### config.mk
export PLATFORM = sky130hd
export DESIGN_NAME = irq_entry_seq
export DESIGN_NICKNAME = d
export VERILOG_FILES = /design/src/rtl/irq_pkg.sv /design/src/rtl/irq_arbiter.sv /design/src/rtl/irq_status_reg.sv /design/src/rtl/irq_seq_fsm.sv /design/src/rtl/irq_entry_seq.sv
export SDC_FILE = /design/constraint.sdc
export NUM_CORES = 1
export LEC_CHECK = 0
export BUFFER_PORTS_ARGS = -buffer_cell sky130_fd_sc_hd__buf_2
export CORE_MARGIN = 2
export CORE_UTILIZATION = 43
export CTS_BUF_LIST = sky130_fd_sc_hd__clkbuf_8
export CTS_CLUSTER_SIZE = 16
export DETAILED_ROUTE_END_ITERATION = 10
export GPL_ROUTABILITY_DRIVEN = 0
export GPL_TIMING_DRIVEN = 0
export PLACE_DENSITY_LB_ADDON = 0.15
export SLEW_MARGIN = 25
export SYNTH_ARGS = -nofsm -noshare
export SYNTH_HDL_FRONTEND = slang
export SYNTH_SLANG_ARGS = --single-unit
### constraint.sdc
create_clock -name clk -period 1.9 [get_ports clk]
set_input_delay 0.38 -clock clk [delete_from_list [all_inputs] [get_ports clk]]
set_output_delay 0.38 -clock clk [all_outputs]
set_load 0.1 [all_outputs]
### src/rtl/irq_pkg.sv
package irq_pkg;
  typedef enum logic [1:0] {
    SEQ_IDLE  = 2'd0,
    SEQ_ENTER = 2'd1,
    SEQ_LEAVE = 2'd2
  } seq_state_e;
endpackage

### src/rtl/irq_arbiter.sv
module irq_arbiter #(
  parameter int NREQ = 5,
  localparam int IW = $clog2(NREQ)
) (
  input  logic [NREQ-1:0] req,
  output logic [NREQ-1:0] grant,
  output logic [IW-1:0]   win_idx,
  output logic            any
);
  logic [NREQ-1:0] seen;

  // Lowest index wins: the chain marks every position above a request.
  assign seen[0] = 1'b0;
  genvar i;
  generate
    for (i = 1; i < NREQ; i++) begin : g_chain
      assign seen[i] = seen[i-1] | req[i-1];
    end
    for (i = 0; i < NREQ; i++) begin : g_grant
      assign grant[i] = req[i] & ~seen[i];
    end
  endgenerate

  always_comb begin
    win_idx = '0;
    for (int k = 0; k < NREQ; k++) begin
      if (grant[k]) win_idx = IW'(k);
    end
  end

  assign any = |req;
endmodule

### src/rtl/irq_status_reg.sv
module irq_status_reg #(
  parameter int SR_W  = 8,
  parameter int G_BIT = 0
) (
  input  logic            clk,
  input  logic            rst_n,
  input  logic            data_we,
  input  logic            ded_we,
  input  logic [SR_W-1:0] wdata,
  input  logic            g_clr,
  input  logic            g_set,
  output logic [SR_W-1:0] sr_q
);
  logic [SR_W-1:0] sr_nxt;

  always_comb begin
    sr_nxt = sr_q;
    if (ded_we)       sr_nxt = wdata;
    else if (data_we) sr_nxt[G_BIT] = wdata[G_BIT];
    if (g_set)        sr_nxt[G_BIT] = 1'b1;
    if (g_clr)        sr_nxt[G_BIT] = 1'b0;
  end

  always_ff @(posedge clk or negedge rst_n) begin
    if (!rst_n) sr_q <= '0;
    else        sr_q <= sr_nxt;
  end
endmodule

### src/rtl/irq_seq_fsm.sv
module irq_seq_fsm import irq_pkg::*; #(
  parameter int          PC_W      = 12,
  parameter int          DW        = 8,
  parameter int          SP_W      = 8,
  parameter logic [7:0]  SP_INIT   = 8'hFF,
  parameter int          NREQ      = 5,
  parameter int          ENTRY_CYC = 5,
  localparam int IW   = $clog2(NREQ),
  localparam int CW   = $clog2(ENTRY_CYC + 1),
  localparam int HI_W = PC_W - DW,
  localparam int PADW = DW - HI_W
) (
  input  logic               clk,
  input  logic               rst_n,
  input  logic               instr_done,
  input  logic               any,
  input  logic [IW-1:0]      win_idx,
  input  logic [NREQ*PC_W-1:0] vec_tbl,
  input  logic [PC_W-1:0]    cur_pc,
  input  logic               ret_req,
  input  logic               reti_req,
  input  logic [DW-1:0]      stk_rdata,
  output logic               busy,
  output logic               g_clr,
  output logic               g_set,
  output logic               pc_load,
  output logic [PC_W-1:0]    pc_load_val,
  output logic               stk_we,
  output logic               stk_re,
  output logic [SP_W-1:0]    stk_addr,
  output logic [DW-1:0]      stk_wdata,
  output logic [SP_W-1:0]    sp_q
);
  localparam logic [CW-1:0] LAST = CW'(ENTRY_CYC - 1);

  seq_state_e      state;
  logic [CW-1:0]   cnt;
  logic [PC_W-1:0] ret_pc;
  logic [PC_W-1:0] vec_q;
  logic [DW-1:0]   hi_q;
  logic            reti_q;
  logic            ret_any;

  assign ret_any = ret_req | reti_req;

  always_ff @(posedge clk or negedge rst_n) begin
    if (!rst_n) begin
      state  <= SEQ_IDLE;
      cnt    <= '0;
      sp_q   <= SP_W'(SP_INIT);
      ret_pc <= '0;
      vec_q  <= '0;
      hi_q   <= '0;
      reti_q <= 1'b0;
    end else begin
      unique case (state)
        SEQ_IDLE: begin
          cnt <= '0;
          if (ret_any) begin
            state  <= SEQ_LEAVE;
            reti_q <= reti_req;
          end else if (instr_done && any) begin
            state  <= SEQ_ENTER;
            ret_pc <= cur_pc;
            vec_q  <= vec_tbl[int'(win_idx)*PC_W +: PC_W];
          end
        end
        SEQ_ENTER: begin
          if (cnt < CW'(2)) sp_q <= sp_q - SP_W'(1);
          if (cnt == LAST) state <= SEQ_IDLE;
          cnt <= cnt + CW'(1);
        end
        SEQ_LEAVE: begin
          sp_q <= sp_q + SP_W'(1);
          if (cnt == CW'(0)) hi_q <= stk_rdata;
          else               state <= SEQ_IDLE;
          cnt <= cnt + CW'(1);
        end
        default: state <= SEQ_IDLE;
      endcase
    end
  end

  always_comb begin
    busy        = (state != SEQ_IDLE);
    g_clr       = (state == SEQ_IDLE) && !ret_any && instr_done && any;
    g_set       = (state == SEQ_LEAVE) && (cnt == CW'(1)) && reti_q;
    stk_we      = (state == SEQ_ENTER) && (cnt < CW'(2));
    stk_re      = (state == SEQ_LEAVE);
    stk_addr    = stk_re ? sp_q + SP_W'(1) : sp_q;
    stk_wdata   = (cnt == CW'(0)) ? ret_pc[DW-1:0]
                                  : {{PADW{1'b0}}, ret_pc[PC_W-1:DW]};
    pc_load     = ((state == SEQ_ENTER) && (cnt == LAST)) ||
                  ((state == SEQ_LEAVE) && (cnt == CW'(1)));
    pc_load_val = (state == SEQ_LEAVE) ? {hi_q[HI_W-1:0], stk_rdata} : vec_q;
  end
endmodule

### src/rtl/irq_entry_seq.sv
module irq_entry_seq #(
  parameter int         PC_W      = 12,
  parameter int         DW        = 8,
  parameter int         SP_W      = 8,
  parameter logic [7:0] SP_INIT   = 8'hFF,
  parameter int         NHW       = 4,
  parameter int         ENTRY_CYC = 5,
  parameter int         G_BIT     = 0,
  localparam int NREQ = NHW + 1,
  localparam int IW   = $clog2(NREQ)
) (
  input  logic                 clk,
  input  logic                 rst_n,
  input  logic                 instr_done,
  input  logic                 swi_req,
  input  logic [NHW-1:0]       irq_pend,
  input  logic [NHW-1:0]       irq_en,
  input  logic [PC_W-1:0]      cur_pc,
  input  logic [NREQ*PC_W-1:0] vec_tbl,
  input  logic                 ret_req,
  input  logic                 reti_req,
  input  logic                 sr_data_we,
  input  logic                 sr_ded_we,
  input  logic [DW-1:0]        sr_wdata,
  output logic [DW-1:0]        sr_q,
  output logic                 busy,
  output logic                 pc_load,
  output logic [PC_W-1:0]      pc_load_val,
  output logic                 stk_we,
  output logic                 stk_re,
  output logic [SP_W-1:0]      stk_addr,
  output logic [DW-1:0]        stk_wdata,
  input  logic [DW-1:0]        stk_rdata,
  output logic [SP_W-1:0]      sp_q
);
  logic [NREQ-1:0] req;
  logic [NREQ-1:0] grant;
  logic [IW-1:0]   win_idx;
  logic            any;
  logic            g_clr;
  logic            g_set;

  // Index 0 is the software request and ignores G; the rest are masked by G.
  assign req = {irq_pend & irq_en & {NHW{sr_q[G_BIT]}}, swi_req};

  irq_arbiter #(.NREQ(NREQ)) u_arb (
    .req     (req),
    .grant   (grant),
    .win_idx (win_idx),
    .any     (any)
  );

  irq_seq_fsm #(
    .PC_W(PC_W), .DW(DW), .SP_W(SP_W), .SP_INIT(SP_INIT),
    .NREQ(NREQ), .ENTRY_CYC(ENTRY_CYC)
  ) u_fsm (
    .clk         (clk),
    .rst_n       (rst_n),
    .instr_done  (instr_done),
    .any         (any),
    .win_idx     (win_idx),
    .vec_tbl     (vec_tbl),
    .cur_pc      (cur_pc),
    .ret_req     (ret_req),
    .reti_req    (reti_req),
    .stk_rdata   (stk_rdata),
    .busy        (busy),
    .g_clr       (g_clr),
    .g_set       (g_set),
    .pc_load     (pc_load),
    .pc_load_val (pc_load_val),
    .stk_we      (stk_we),
    .stk_re      (stk_re),
    .stk_addr    (stk_addr),
    .stk_wdata   (stk_wdata),
    .sp_q        (sp_q)
  );

  irq_status_reg #(.SR_W(DW), .G_BIT(G_BIT)) u_sr (
    .clk     (clk),
    .rst_n   (rst_n),
    .data_we (sr_data_we),
    .ded_we  (sr_ded_we),
    .wdata   (sr_wdata),
    .g_clr   (g_clr),
    .g_set   (g_set),
    .sr_q    (sr_q)
  );
endmodule

# ---- Word-level counts from Yosys, hierarchy flattened
# Index checks and enable logic that the tools add are counted.
dict set report totals {
  ff_bits 50
  output_inout_bits 48
  word_cells 80
}
dict set report classes {
  n_addsub 3
  multipliers 1
  magnitude_cmp 1
  eq_ne 8
  n_shift 1
  mux 19
  n_bitwise 15
  reduce_logical 23
}
# operator count
set op_table {}
lappend op_table {{$shiftx 60x32->12} 1}
lappend op_table {{$mux 8} 3}
lappend op_table {{$pmux 8 s2} 1}
lappend op_table {{$mux 12} 1}
lappend op_table {{$mux 3} 3}
lappend op_table {{$add 8x1->8 const B} 1}
lappend op_table {{$and 4x4->4} 2}
lappend op_table {{$logic_and 1x1->1} 8}
lappend op_table {{$mux 2} 4}
lappend op_table {{$sub 8x1->8 const B} 1}
lappend op_table {{$pmux 2 s3} 1}
lappend op_table {{$pmux 3 s2} 1}
lappend op_table {{$reduce_and 2->1} 3}
lappend op_table {{$reduce_and 3->1} 2}
lappend op_table {{$reduce_bool 2->1} 3}
lappend op_table {{$mul 3x2->5 const B} 1}
lappend op_table {{$mux 1} 5}
lappend op_table {{$not 1->1} 5}
lappend op_table {{$reduce_or 5->1} 1}
lappend op_table {{$and 1x1->1} 4}
lappend op_table {{$ne 2x1->1 const B} 2}
lappend op_table {{$or 1x1->1} 4}
lappend op_table {{$reduce_bool 4->1} 1}
lappend op_table {{$add 3x1->3 const B} 1}
lappend op_table {{other kinds (12)} 12}

# ---- Longest topological paths before layout
# Gate-level depths: netlist of run 1.
dict set report logic_depth {
  word_depth 10
  ltp_mapped 8
}

# ---- Cells and area by module
# From an unflattened synthesis of run 1, not the netlist that was laid out.
dict set report unflattened {
  hier_cells 274
  hier_area_um2 3054.2
}
# mod n_inst cells_each area_each_um2 seq_area_each_um2
set modules_own_cells {}
lappend modules_own_cells {irq_seq_fsm 1 237 2633.8 1061.0}
lappend modules_own_cells {irq_status_reg 1 20 314.1 200.2}
lappend modules_own_cells {irq_arbiter 1 13 81.3 0.0}
lappend modules_own_cells {irq_entry_seq 1 4 25.0 0.0}

# ---- Worst setup path before layout of run 1
# No wires, ideal clock.
dict set report synth_path {
  path_type {register to output}
  startpoint {register u_fsm.state[0]}
  endpoint {output port pc_load}
  arrival_ns 4.144
  slack_ns -2.624
  stages_incl_launch_ff 7
  n_path_buf 2
  cell_sequence {dfrtp_1 inv_1 ha_1 buf_1 clkbuf_1 nand2_1 o21ai_0}
}
dict set report synth_via {
  elab_chain_cells 3
  word_cells_on_any_way 5
  classes_between {2 x eq/ne; 3 x reduce/logical}
}
# element line_no
set synth_lines {}
lappend synth_lines {{start: declaration} irq_seq_fsm.sv:36} ;# seq_state_e state;
lappend synth_lines {{start signal: assignment} irq_seq_fsm.sv:48} ;# state <= SEQ_IDLE;
lappend synth_lines {{start signal: assignment} irq_seq_fsm.sv:60} ;# state <= SEQ_LEAVE;
lappend synth_lines {{start signal: assignment} irq_seq_fsm.sv:63} ;# state <= SEQ_ENTER;
lappend synth_lines {{$eq 2x2->1} --}
lappend synth_lines {{net stk_re} irq_entry_seq.sv:30} ;# output logic stk_re,
lappend synth_lines {{$logic_and 1x1->1} irq_seq_fsm.sv:94} ;# ((state == SEQ_LEAVE) && (cnt == CW'(1)));
lappend synth_lines {{$logic_or 1x1->1} irq_seq_fsm.sv:93} ;# pc_load = ((state == SEQ_ENTER) && (cnt == LAST)) ||
lappend synth_lines {{end: declaration} irq_entry_seq.sv:27} ;# output logic pc_load,
# The timed path passes the listed nets, and every way through them passes these cells.

# ---- Worst setup path in the final report of run 1
dict set report layout_path {
  startpoint {register u_fsm.sp_q[1]}
  endpoint {output port stk_addr[7]}
}
dict set report layout_via {
  elab_chain_cells 2
}
# element line_no
set layout_lines {}
lappend layout_lines {{start: declaration} irq_seq_fsm.sv:32} ;# output logic [SP_W-1:0] sp_q
lappend layout_lines {{start signal: assignment} irq_seq_fsm.sv:50} ;# sp_q <= SP_W'(SP_INIT);
lappend layout_lines {{start signal: assignment} irq_seq_fsm.sv:69} ;# if (cnt < CW'(2)) sp_q <= sp_q - SP_W'(1);
lappend layout_lines {{start signal: assignment} irq_seq_fsm.sv:74} ;# sp_q <= sp_q + SP_W'(1);
lappend layout_lines {{$add 8x1->8} irq_seq_fsm.sv:90} ;# stk_addr = stk_re ? sp_q + SP_W'(1) : sp_q;
lappend layout_lines {{$mux 8} irq_seq_fsm.sv:90}
lappend layout_lines {{end: declaration} irq_entry_seq.sv:31} ;# output logic [SP_W-1:0] stk_addr,
# Every way passes these cells.

==> metrics.md, run 1 <==
| Metric | Value |
|---|---|
| Status | complete, but fails checks |
| Failing checks | negative setup slack |
| Main synth FF type | dfrtp_1 |
| Filler instances | 406 |
| Gr usage total | 0.256 |
| Area of the die | 0.00790 mm^2 |
| Root buffer cell | clkbuf_8 |
| Clk buf depth | 2 |
| IO Pins | 152 |
| Cells after synthesis | 325 |
| Vias per inst | 5.32 |
| GR Overflow Total | 0 |
| Placed Area | 0.00438 mm^2 |
| WL final | 10600 um |
| Post-synthesis sequential area ratio | 0.407 |
| Clock sink count | 50 |
| Sum Neg Setup Slack | -7.83 ns |
| Die Ht | 88.9 um |
| Final worst setup slack | -0.518 ns |
| Largest net degree at the start of global routing | 51 |
| Initial antenna violation count | 0 |
| Hold Path Class | input port to asynchronous set/reset pin |
| Tcrit/Tclk final | 1.27 |
| Drt pass-1 iters | 5 |
| # Max-Cap Violations | 0 |
| Crit Path Category | flip-flop to output pin |
| H-tree depth | 2 |
| Cell area after layout | 0.00549 mm^2 |
| Post-synth EDFFs | 0 |
| Mapped Area | 0.00310 mm^2 |
| Fmax | 0.414 GHz |
| Headroom to the max-slew limit | 0.529 |
| Site Rows | 30 |
| Nets | 636 |
| Yosys reg bits | 50 |
| Initial DRC Count | 121 |
| Antenna Cells | 0 |
| CTS tree | yes |
| Core region area | 0.00687 mm^2 |
| Clock skew | 0.0132 ns |
| Setup repair after global routing missed its margin | yes |
| Avg Inst Size Synth | 9.53 um^2 |
| Share of cells above drive strength 1 | 0.613 |
| Worst Setup Start Kind | flip-flop |
| # DRC | 0 |
| Unique masters post-synth | 41 |
| Initial Util | 0.451 |
| Post-Syn Nets | 440 |
| Total CTS buffers | 5 |
| Hold-fix buffer count after cts | 0 |
| Vias in the first global route | 3244 |
| Worst Tran Pin Value | 0.704 ns |
| Tmin final | 2.42 ns |
| Antenna viol nets, final | 0 |
| Final hold violations | 0 |
| Critical Path RT | 1.52 ns |
| IO Port Bufs | 150 |
| Wire per inst | 17.2 um |
| Area grow syn2layout | 77.3% |
| Placement Setup Slack | -0.580 ns |
| Synth async-reset ratio | 1.00 |
| CTS clk-pin slew, worst paths | 0.10 ns |
| Critical Path Sink Type | output pin |
| DP HPWL | 6600 um |
| Synth warn | 0 |
| DR vias | 3285 |
| Worst EP arrival | 2.04 ns |
| First-pass GRT wire length | 15500 um |
| Final setup vio count | 31 |
| Die span in x | 88.9 um |
| CP max FO | 4 |
| Slew Viols, Final | 0 |
| Worst skew pair latency | 0.32 ns |
[registers in the layout, summed over array words and instances (netlist names)]
signal        cells
u_fsm.vec_q      12
u_fsm.hi_q        4
u_fsm.ret_pc     12
u_fsm.state       2
u_fsm.reti_q      1
u_fsm.cnt         3
u_sr.sr_q         8
u_fsm.sp_q        8
[worst max-delay path, cell delays in order, from the launching register on]
cell and delay [ns]:
dfstp_4 0.66, clkinvlp_4 0.11, nor4_4 0.32, and3_4 0.27
xor2_4 0.17, buf_12 0.19
[placed cells by master, fill, tap and decap left out, types with 6 or more instances in the layout]
master / count
a21oi_1: 12
a31o_2: 9
a31oi_1: 10
buf_12: 35
buf_2: 114
buf_4: 36
buf_6: 11
clkbuf_8: 6
dfrtp_1: 40
dfstp_4: 6
ha_4: 7
inv_1: 8
mux2_2: 21
mux2_4: 18
nand2_1: 44
nor2_1: 20
o21ai_0: 9
o221ai_1: 12
[per-stage QoR]
step                       util  cells  hold slack [ns]
after floorplan               -    325           0.0844
after global placement    0.638    571            0.483
after detailed placement  0.638    571            0.449
after CTS                 0.777    609            0.102
after global routing      0.799    618            0.134
final                     0.799    618           0.0747
[area by class of cell]
type                            instances  area, um^2  share of cell area
Buffer                                 15         138              0.0251
Clock buffer                            5        68.8              0.0125
Clock inverter                          3        28.8             0.00524
Inverter                               16        77.6              0.0141
Multi-Input combinational cell        239        2110               0.385
Sequential cell                        50        1290               0.235
Tap cell                               96         120              0.0219
Timing Repair Buffer                  194        1660               0.301
[Yosys cell counts, types with 2 or more instances]
cell type | number | share of area
o22ai_1 | 3 | 0.0061
nor2b_1 | 2 | 0.0040
dfrtp_1 | 42 | 0.34
ha_1 | 11 | 0.044
nand2b_1 | 4 | 0.0081
mux2_2 | 35 | 0.13
and3_1 | 3 | 0.0061
a31oi_1 | 11 | 0.022
nand3_1 | 4 | 0.0065
a31o_2 | 9 | 0.025
o21ai_0 | 15 | 0.024
buf_1 | 2 | 0.0024
xnor2_1 | 5 | 0.014
o21bai_1 | 2 | 0.0048
dfstp_2 | 8 | 0.068
nor2_1 | 22 | 0.027
nor3_1 | 5 | 0.0081
o221ai_1 | 12 | 0.034
mux2_4 | 4 | 0.019
nand2_1 | 49 | 0.059
clkbuf_1 | 11 | 0.013
inv_1 | 16 | 0.019
buf_2 | 3 | 0.0048
xor2_1 | 7 | 0.020
and2_1 | 5 | 0.010
buf_6 | 3 | 0.011
nand4_1 | 4 | 0.0081
a21oi_1 | 15 | 0.024
[kinds of logic after synthesis]
group / after synthesis / share of synthesized area
AO/OA/AOI/OAI: 72 / 0.160
XOR/XNOR: 12 / 0.0339
adder cells (fa/ha/maj): 11 / 0.0444
buffers and inverters: 36 / 0.0533
flip-flops: 50 / 0.407
multiplexers: 40 / 0.150
AND/OR/NAND/NOR: 104 / 0.152
[timing repair]
item | 4_1_cts | 5_1_grt
pin swaps | 13 | 8
gates cloned | 3 | 1
setup endpoints to repair | 32 | 50
setup buffers | 31 | 10
resized for setup | 156 | 28
hold endpoints to repair | 0 | 0
[per-layer routing]
layer / GRT usage / vias to the layer above / share of wire
li1: - / 1540 / -
met1: 0.317 / 1567 / 0.39
met2: 0.450 / 157 / 0.52
met3: 0.0448 / 21 / 0.066
met4: 0.0826 / 0 / 0.024
met5: 0 / - / 0
[worst paths after layout]
check / endpoint / slack [ns] / startpoint / cells past startpoint
hold reg to reg: u_fsm.reti_q$_DFFE_PN0P_ / 0.51 / u_fsm.reti_q$_DFFE_PN0P_ / 1
setup / recovery: stk_addr[7] / -0.52 / u_fsm.sp_q[1]$_DFFE_PN1P_ / 5
min in group clk: u_fsm.ret_pc[9]$_DFFE_PN0P_ / 0.28 / cur_pc[9] / 2
max in group asynchronous: u_sr.sr_q[0]$_DFFE_PN0P_ / 1.34 / rst_n / 1
hold / removal: u_sr.sr_q[3]$_DFFE_PN0P_ / 0.07 / rst_n / 1
setup reg to reg: u_fsm.sp_q[5]$_DFFE_PN1P_ / -0.02 / u_fsm.state[1]$_DFFE_PN0P_ / 10
Power of run 1 is not shown: default switching activity piles up to over one toggle a cycle in this logic, so the estimate is an artifact.
==> inputs of run 2 (changes only) <==
- BUFFER_PORTS_ARGS: -buffer_cell sky130_fd_sc_hd__buf_2 -> unset
- CORE_UTILIZATION: 43 -> 47
- DONT_BUFFER_PORTS: unset -> 1
- clock period: 1.9 -> 2.3 ns (I/O delays scaled with it)
==> metrics.md, run 2 (same netlist as run 1, synthesis figures left out) <==
| Metric | Value |
|---|---|
| Gr usage total | 0.237 |
| Vias per inst | 5.96 |
| Status | complete, but fails checks |
| Layout Cells excl Fill | 439 |
| Tcrit/Tclk final | 1.30 |
| Root buffer cell | clkbuf_8 |
| Critical Path RT | 1.84 ns |
| Critical Path Sink Type | output pin |
| Final hold violations | 1 |
| Worst skew pair latency | 0.30 ns |
| Site Rows | 29 |
| Clock skew | 0.00644 ns |
| Largest net degree at the start of global routing | 51 |
| Area of the die | 0.00726 mm^2 |
| Worst Setup Start Kind | flip-flop |
| Hold_ws | -0.00305 ns |
| Commonest non-fill, non-tap cells in the layout | nand2_1, dfrtp_1, mux2_2, nor2_1, buf_4 |
| CTS tree | yes |
| Worst EP arrival | 2.53 ns |
| Clk buf depth | 2 |
| Setup repair after global routing missed its margin | yes |
| Share of cells above drive strength 1 | 0.445 |
| IO Pins | 152 |
| IO Port Bufs | 0 |
| Nets | 476 |
| Area of the multi-input gates | 0.00210 mm^2 |
| Failing checks | negative hold slack, negative setup slack |
| Antenna viol nets, final | 0 |
| # Max-Cap Violations | 0 |
| Core region area | 0.00635 mm^2 |
| Hold Path Class | input port to asynchronous set/reset pin |
| GR Overflow Total | 0 |
| Total CTS buffers | 5 |
| Cell area after layout | 0.00416 mm^2 |
| Area grow syn2layout | 34.2% |
| Die span in x | 85.2 um |
| Worst Tran Pin Value | 1.08 ns |
| First-pass GRT wire length | 13600 um |
| Initial antenna violation count | 0 |
| Cells after DPL | 402 |
| Slew Viols, Final | 0 |
| Fmax | 0.335 GHz |
| Reg area | 0.00129 mm^2 |
| WL final | 8810 um |
| Drt pass-1 iters | 4 |
| Vias in the first global route | 2673 |
| Commonest non-fill, non-tap cell in the layout | nand2_1 |
| Largest registers | u_fsm.ret_pc (12), u_fsm.vec_q (12) |
| Final worst setup slack | -0.686 ns |
| Filler instances | 493 |
| Terminus of the critical flop-to-flop path | u_fsm.sp_q[7]$_DFFE_PN1P_ |
| Placed Area | 0.00347 mm^2 |
| Final setup vio count | 29 |
| Placement Setup Slack | -0.502 ns |
| Die Ht | 85.2 um |
| Clock sink count | 50 |
| Antenna Cells | 0 |
| DR vias | 2616 |
| Crit Path Category | flip-flop to output pin |
| Initial DRC Count | 112 |
| Headroom to the max-slew limit | 0.275 |
| Tmin final | 2.99 ns |
| H-tree depth | 2 |
| Worst reg2reg setup slack | -0.06 ns |
| CTS clk-pin slew, worst paths | 0.10 ns |
| CP max FO | 2 |
| Worst r2r src | u_fsm.state[1]$_DFFE_PN0P_ |
| Fin util | 0.655 |
| Initial Util | 0.488 |
| R2R depth | 9 |
| Wire per inst | 20.1 um |
| # DRC | 0 |
| DP HPWL | 5950 um |
## run 2: cell types whose count changed in the layout (fill, tap and decap cells not counted), moves of 2 or more
cell       delta
buf_2       -111
buf_12       -34
buf_4        -17
clkbuf_16     +4
a21oi_2       +3
clkbuf_4      -3
a21oi_1       -2
clkinv_2      +2
ha_1          +2
ha_4          -2
inv_2         -2
inv_8         -2
nand2_2       +2
nand2_4       -2
## run 2: layer usage
metal  global-route usage  routed length (um)  vias up
li1                     -                   -     1222
met1                0.296                3410     1271
met2                0.416                4680      118
met3               0.0564                 650        5
met4               0.0534                  65        0
met5                    0                   0        -
## run 2: layout make-up
cell class / instances / area share
multi-input combinational: 239 / 0.505
clock inverter: 3 / 0.00451
clock buffer: 5 / 0.0166
inverter: 16 / 0.0190
timing repair buffer: 29 / 0.0653
sequential: 50 / 0.309
buffer: 20 / 0.0575
tap: 77 / 0.0232
## run 2: timing repair
item	CTS	global route
setup buffers	22	5
pin swaps	15	6
endpoints found under the setup margin	57	35
gates resized for setup	68	22
cloned	0	1
hold buffers	1	0
endpoints found under the hold margin	50	0
## run 2: how the worst max path moves through the flow
stage / to / slack, ns / startpoint
CTS: stk_addr[7] / -0.69 / u_fsm.sp_q[2]$_DFFE_PN1P_
finish: stk_addr[3] / -0.69 / u_fsm.sp_q[2]$_DFFE_PN1P_
global route: stk_addr[3] / -0.78 / u_fsm.sp_q[2]$_DFFE_PN1P_
floorplan: stk_addr[7] / -0.40 / u_fsm.sp_q[1]$_DFFE_PN1P_
global placement: stk_addr[7] / -0.48 / u_fsm.sp_q[1]$_DFFE_PN1P_
detailed placement: stk_addr[7] / -0.50 / u_fsm.sp_q[1]$_DFFE_PN1P_
## run 2: metrics by stage
stage	TNS (ns)	hold WS, ns
2_1_floorplan	-1.23	0.164
3_3_place_gp	-5.94	0.165
3_5_place_dp	-6.71	0.165
4_1_cts	-6.22	0.00390
5_1_grt	-8.42	0.00350
6_report	-6.42	-0.00305
## run 2: critical path: stages (launching register included)
cell	delay [ns]
dfstp_4	0.81
clkbuf_16	0.20
buf_4	0.10
buf_6	0.10
buf_6	0.10
nand4_1	0.23
xnor2_4	0.69
Power of run 2 is left out for the same reason.
==> inputs of run 3 (changes only) <==
- CORE_UTILIZATION: 47 -> 55
==> metrics.md, run 3 (same netlist as run 1, synthesis figures left out) <==
| Metric | Value |
|---|---|
| Status | complete, but fails checks |
| Failing checks | negative setup slack |
| Hold_ws | 0.291 ns |
| Nets | 489 |
| Worst skew pair latency | 0.30 ns |
| Area grow syn2layout | 39.7% |
| Vias in the first global route | 2777 |
| Clk buf depth | 2 |
| GR Overflow Total | 0 |
| Commonest non-fill, non-tap cell in the layout | nand2_1 |
| Initial Util | 0.566 |
| Drt pass-1 iters | 5 |
| Clock sink count | 50 |
| Critical Path RT | 1.84 ns |
| Wire per inst | 22.7 um |
| WL final | 10100 um |
| CTS tree | yes |
| Crit-path slowest cell | dfstp_4 |
| Final worst setup slack | -0.859 ns |
| Site Rows | 27 |
| First-pass GRT wire length | 13400 um |
| # DRC | 0 |
| Sum Neg Setup Slack | -8.54 ns |
| IO Pins | 152 |
| Crit Path Category | flip-flop to output pin |
| # Max-Cap Violations | 0 |
| Worst Setup Start Kind | flip-flop |
| Final setup vio count | 33 |
| Initial DRC Count | 87 |
| Largest net degree at the start of global routing | 51 |
| CP max FO | 8 |
| Setup repair after global routing missed its margin | yes |
| Antenna Cells | 0 |
| Share of cells above drive strength 1 | 0.464 |
| Initial antenna violation count | 0 |
| Antenna viol nets, final | 0 |
| Tmin final | 3.16 ns |
| Die span in x | 79.1 um |
| Critical path's top delay family | flip-flops |
| Core region area | 0.00547 mm^2 |
| Crit-path max cell delay | 0.81 ns |
| Total CTS buffers | 5 |
| Worst Tran Pin Value | 1.05 ns |
| Root buffer cell | clkbuf_8 |
| IO Port Bufs | 0 |
| Slew Viols, Final | 0 |
| DR vias | 2786 |
| Tcrit/Tclk final | 1.37 |
| Final hold violations | 0 |
| Headroom to the max-slew limit | 0.299 |
| Hold Path Class | input port to flip-flop |
| Die Ht | 79.1 um |
| Vias per inst | 6.23 |
| Commonest non-fill, non-tap cells in the layout | nand2_1, dfrtp_1, buf_4, mux2_2 |
| Area of the die | 0.00625 mm^2 |
| Clock skew | 0.00312 ns |
| CP bufs+invs | 1 |
| Worst EP arrival | 2.70 ns |
| DP HPWL | 5690 um |
| Critical Path Sink Type | output pin |
| H-tree depth | 2 |
| Largest registers | u_fsm.ret_pc (12), u_fsm.vec_q (12) |
| Fmax | 0.317 GHz |
| CTS clk-pin slew, worst paths | 0.10 ns |
| Gr usage total | 0.275 |
| CP cell instances | clkbuf_16 > nand3_4 > nor4_4 > and3_4 > xor2_4 |
run 3: cell types whose count changed in the layout (fill, tap and decap cells not counted), moves of 2 or more:
cell,before,now
buf_4,19,29
buf_8,1,6
a21oi_2,5,3
a21oi_4,0,2
clkbuf_8,7,5
clkinv_2,2,0
ha_1,6,4
ha_2,0,2
inv_6,2,0
run 3: worst paths after layout:
kind / startpoint / end / slack, ns / cells after the start
max: u_fsm.sp_q[3]$_DFFE_PN1P_ / stk_addr[7] / -0.86 / 5
min: vec_tbl[48] / u_fsm.vec_q[0]$_DFFE_PN0P_ / 0.29 / 2
max reg2reg: u_fsm.state[0]$_DFFE_PN0P_ / u_fsm.sp_q[2]$_DFFE_PN1P_ / -0.12 / 9
min reg2reg: u_fsm.ret_pc[5]$_DFFE_PN0P_ / u_fsm.ret_pc[5]$_DFFE_PN0P_ / 0.51 / 1
max in group asynchronous: rst_n / u_fsm.sp_q[6]$_DFFE_PN1P_ / 1.37 / 2
min in group asynchronous: rst_n / u_sr.sr_q[2]$_DFFE_PN0P_ / 0.65 / 2
run 3: what timing repair did:
action	CTS	global route
resized for setup	70	35
pin swaps	21	15
endpoints found under the setup margin	63	39
hold endpoints to repair	50	3
hold buffers	1	1
cloned	0	1
setup buffers	30	14
run 3: per-stage QoR:
stage	utilization	setup slack [ns]	area, um^2	cells
floorplan	-	-0.402	3380	325
CTS	0.745	-0.791	4080	433
global placement	0.634	-0.482	3470	397
finish	0.791	-0.859	4330	447
global route	0.791	-0.932	4330	447
detailed placement	0.634	-0.470	3470	397
run 3: cell type report:
| type | instances | area (um^2) |
|---|---|---|
| buffer | 19 | 211 |
| clock buffer | 5 | 68.8 |
| clock inverter | 3 | 41.3 |
| fill | 338 | 1150 |
| inverter | 16 | 78.8 |
| multi-input combinational | 239 | 2130 |
| sequential | 50 | 1280 |
| tap | 72 | 90.1 |
| timing repair buffer | 43 | 424 |
run 3: metal layers:
metal | share of wire | wire [um] | global-route usage
met1 | 0.38 | 3850 | 0.322
met2 | 0.53 | 5370 | 0.500
met5 | 0 | 0 | 0
met3 | 0.066 | 671 | 0.0636
met4 | 0.025 | 250 | 0.0776
Power of run 3 is left out for the same reason.
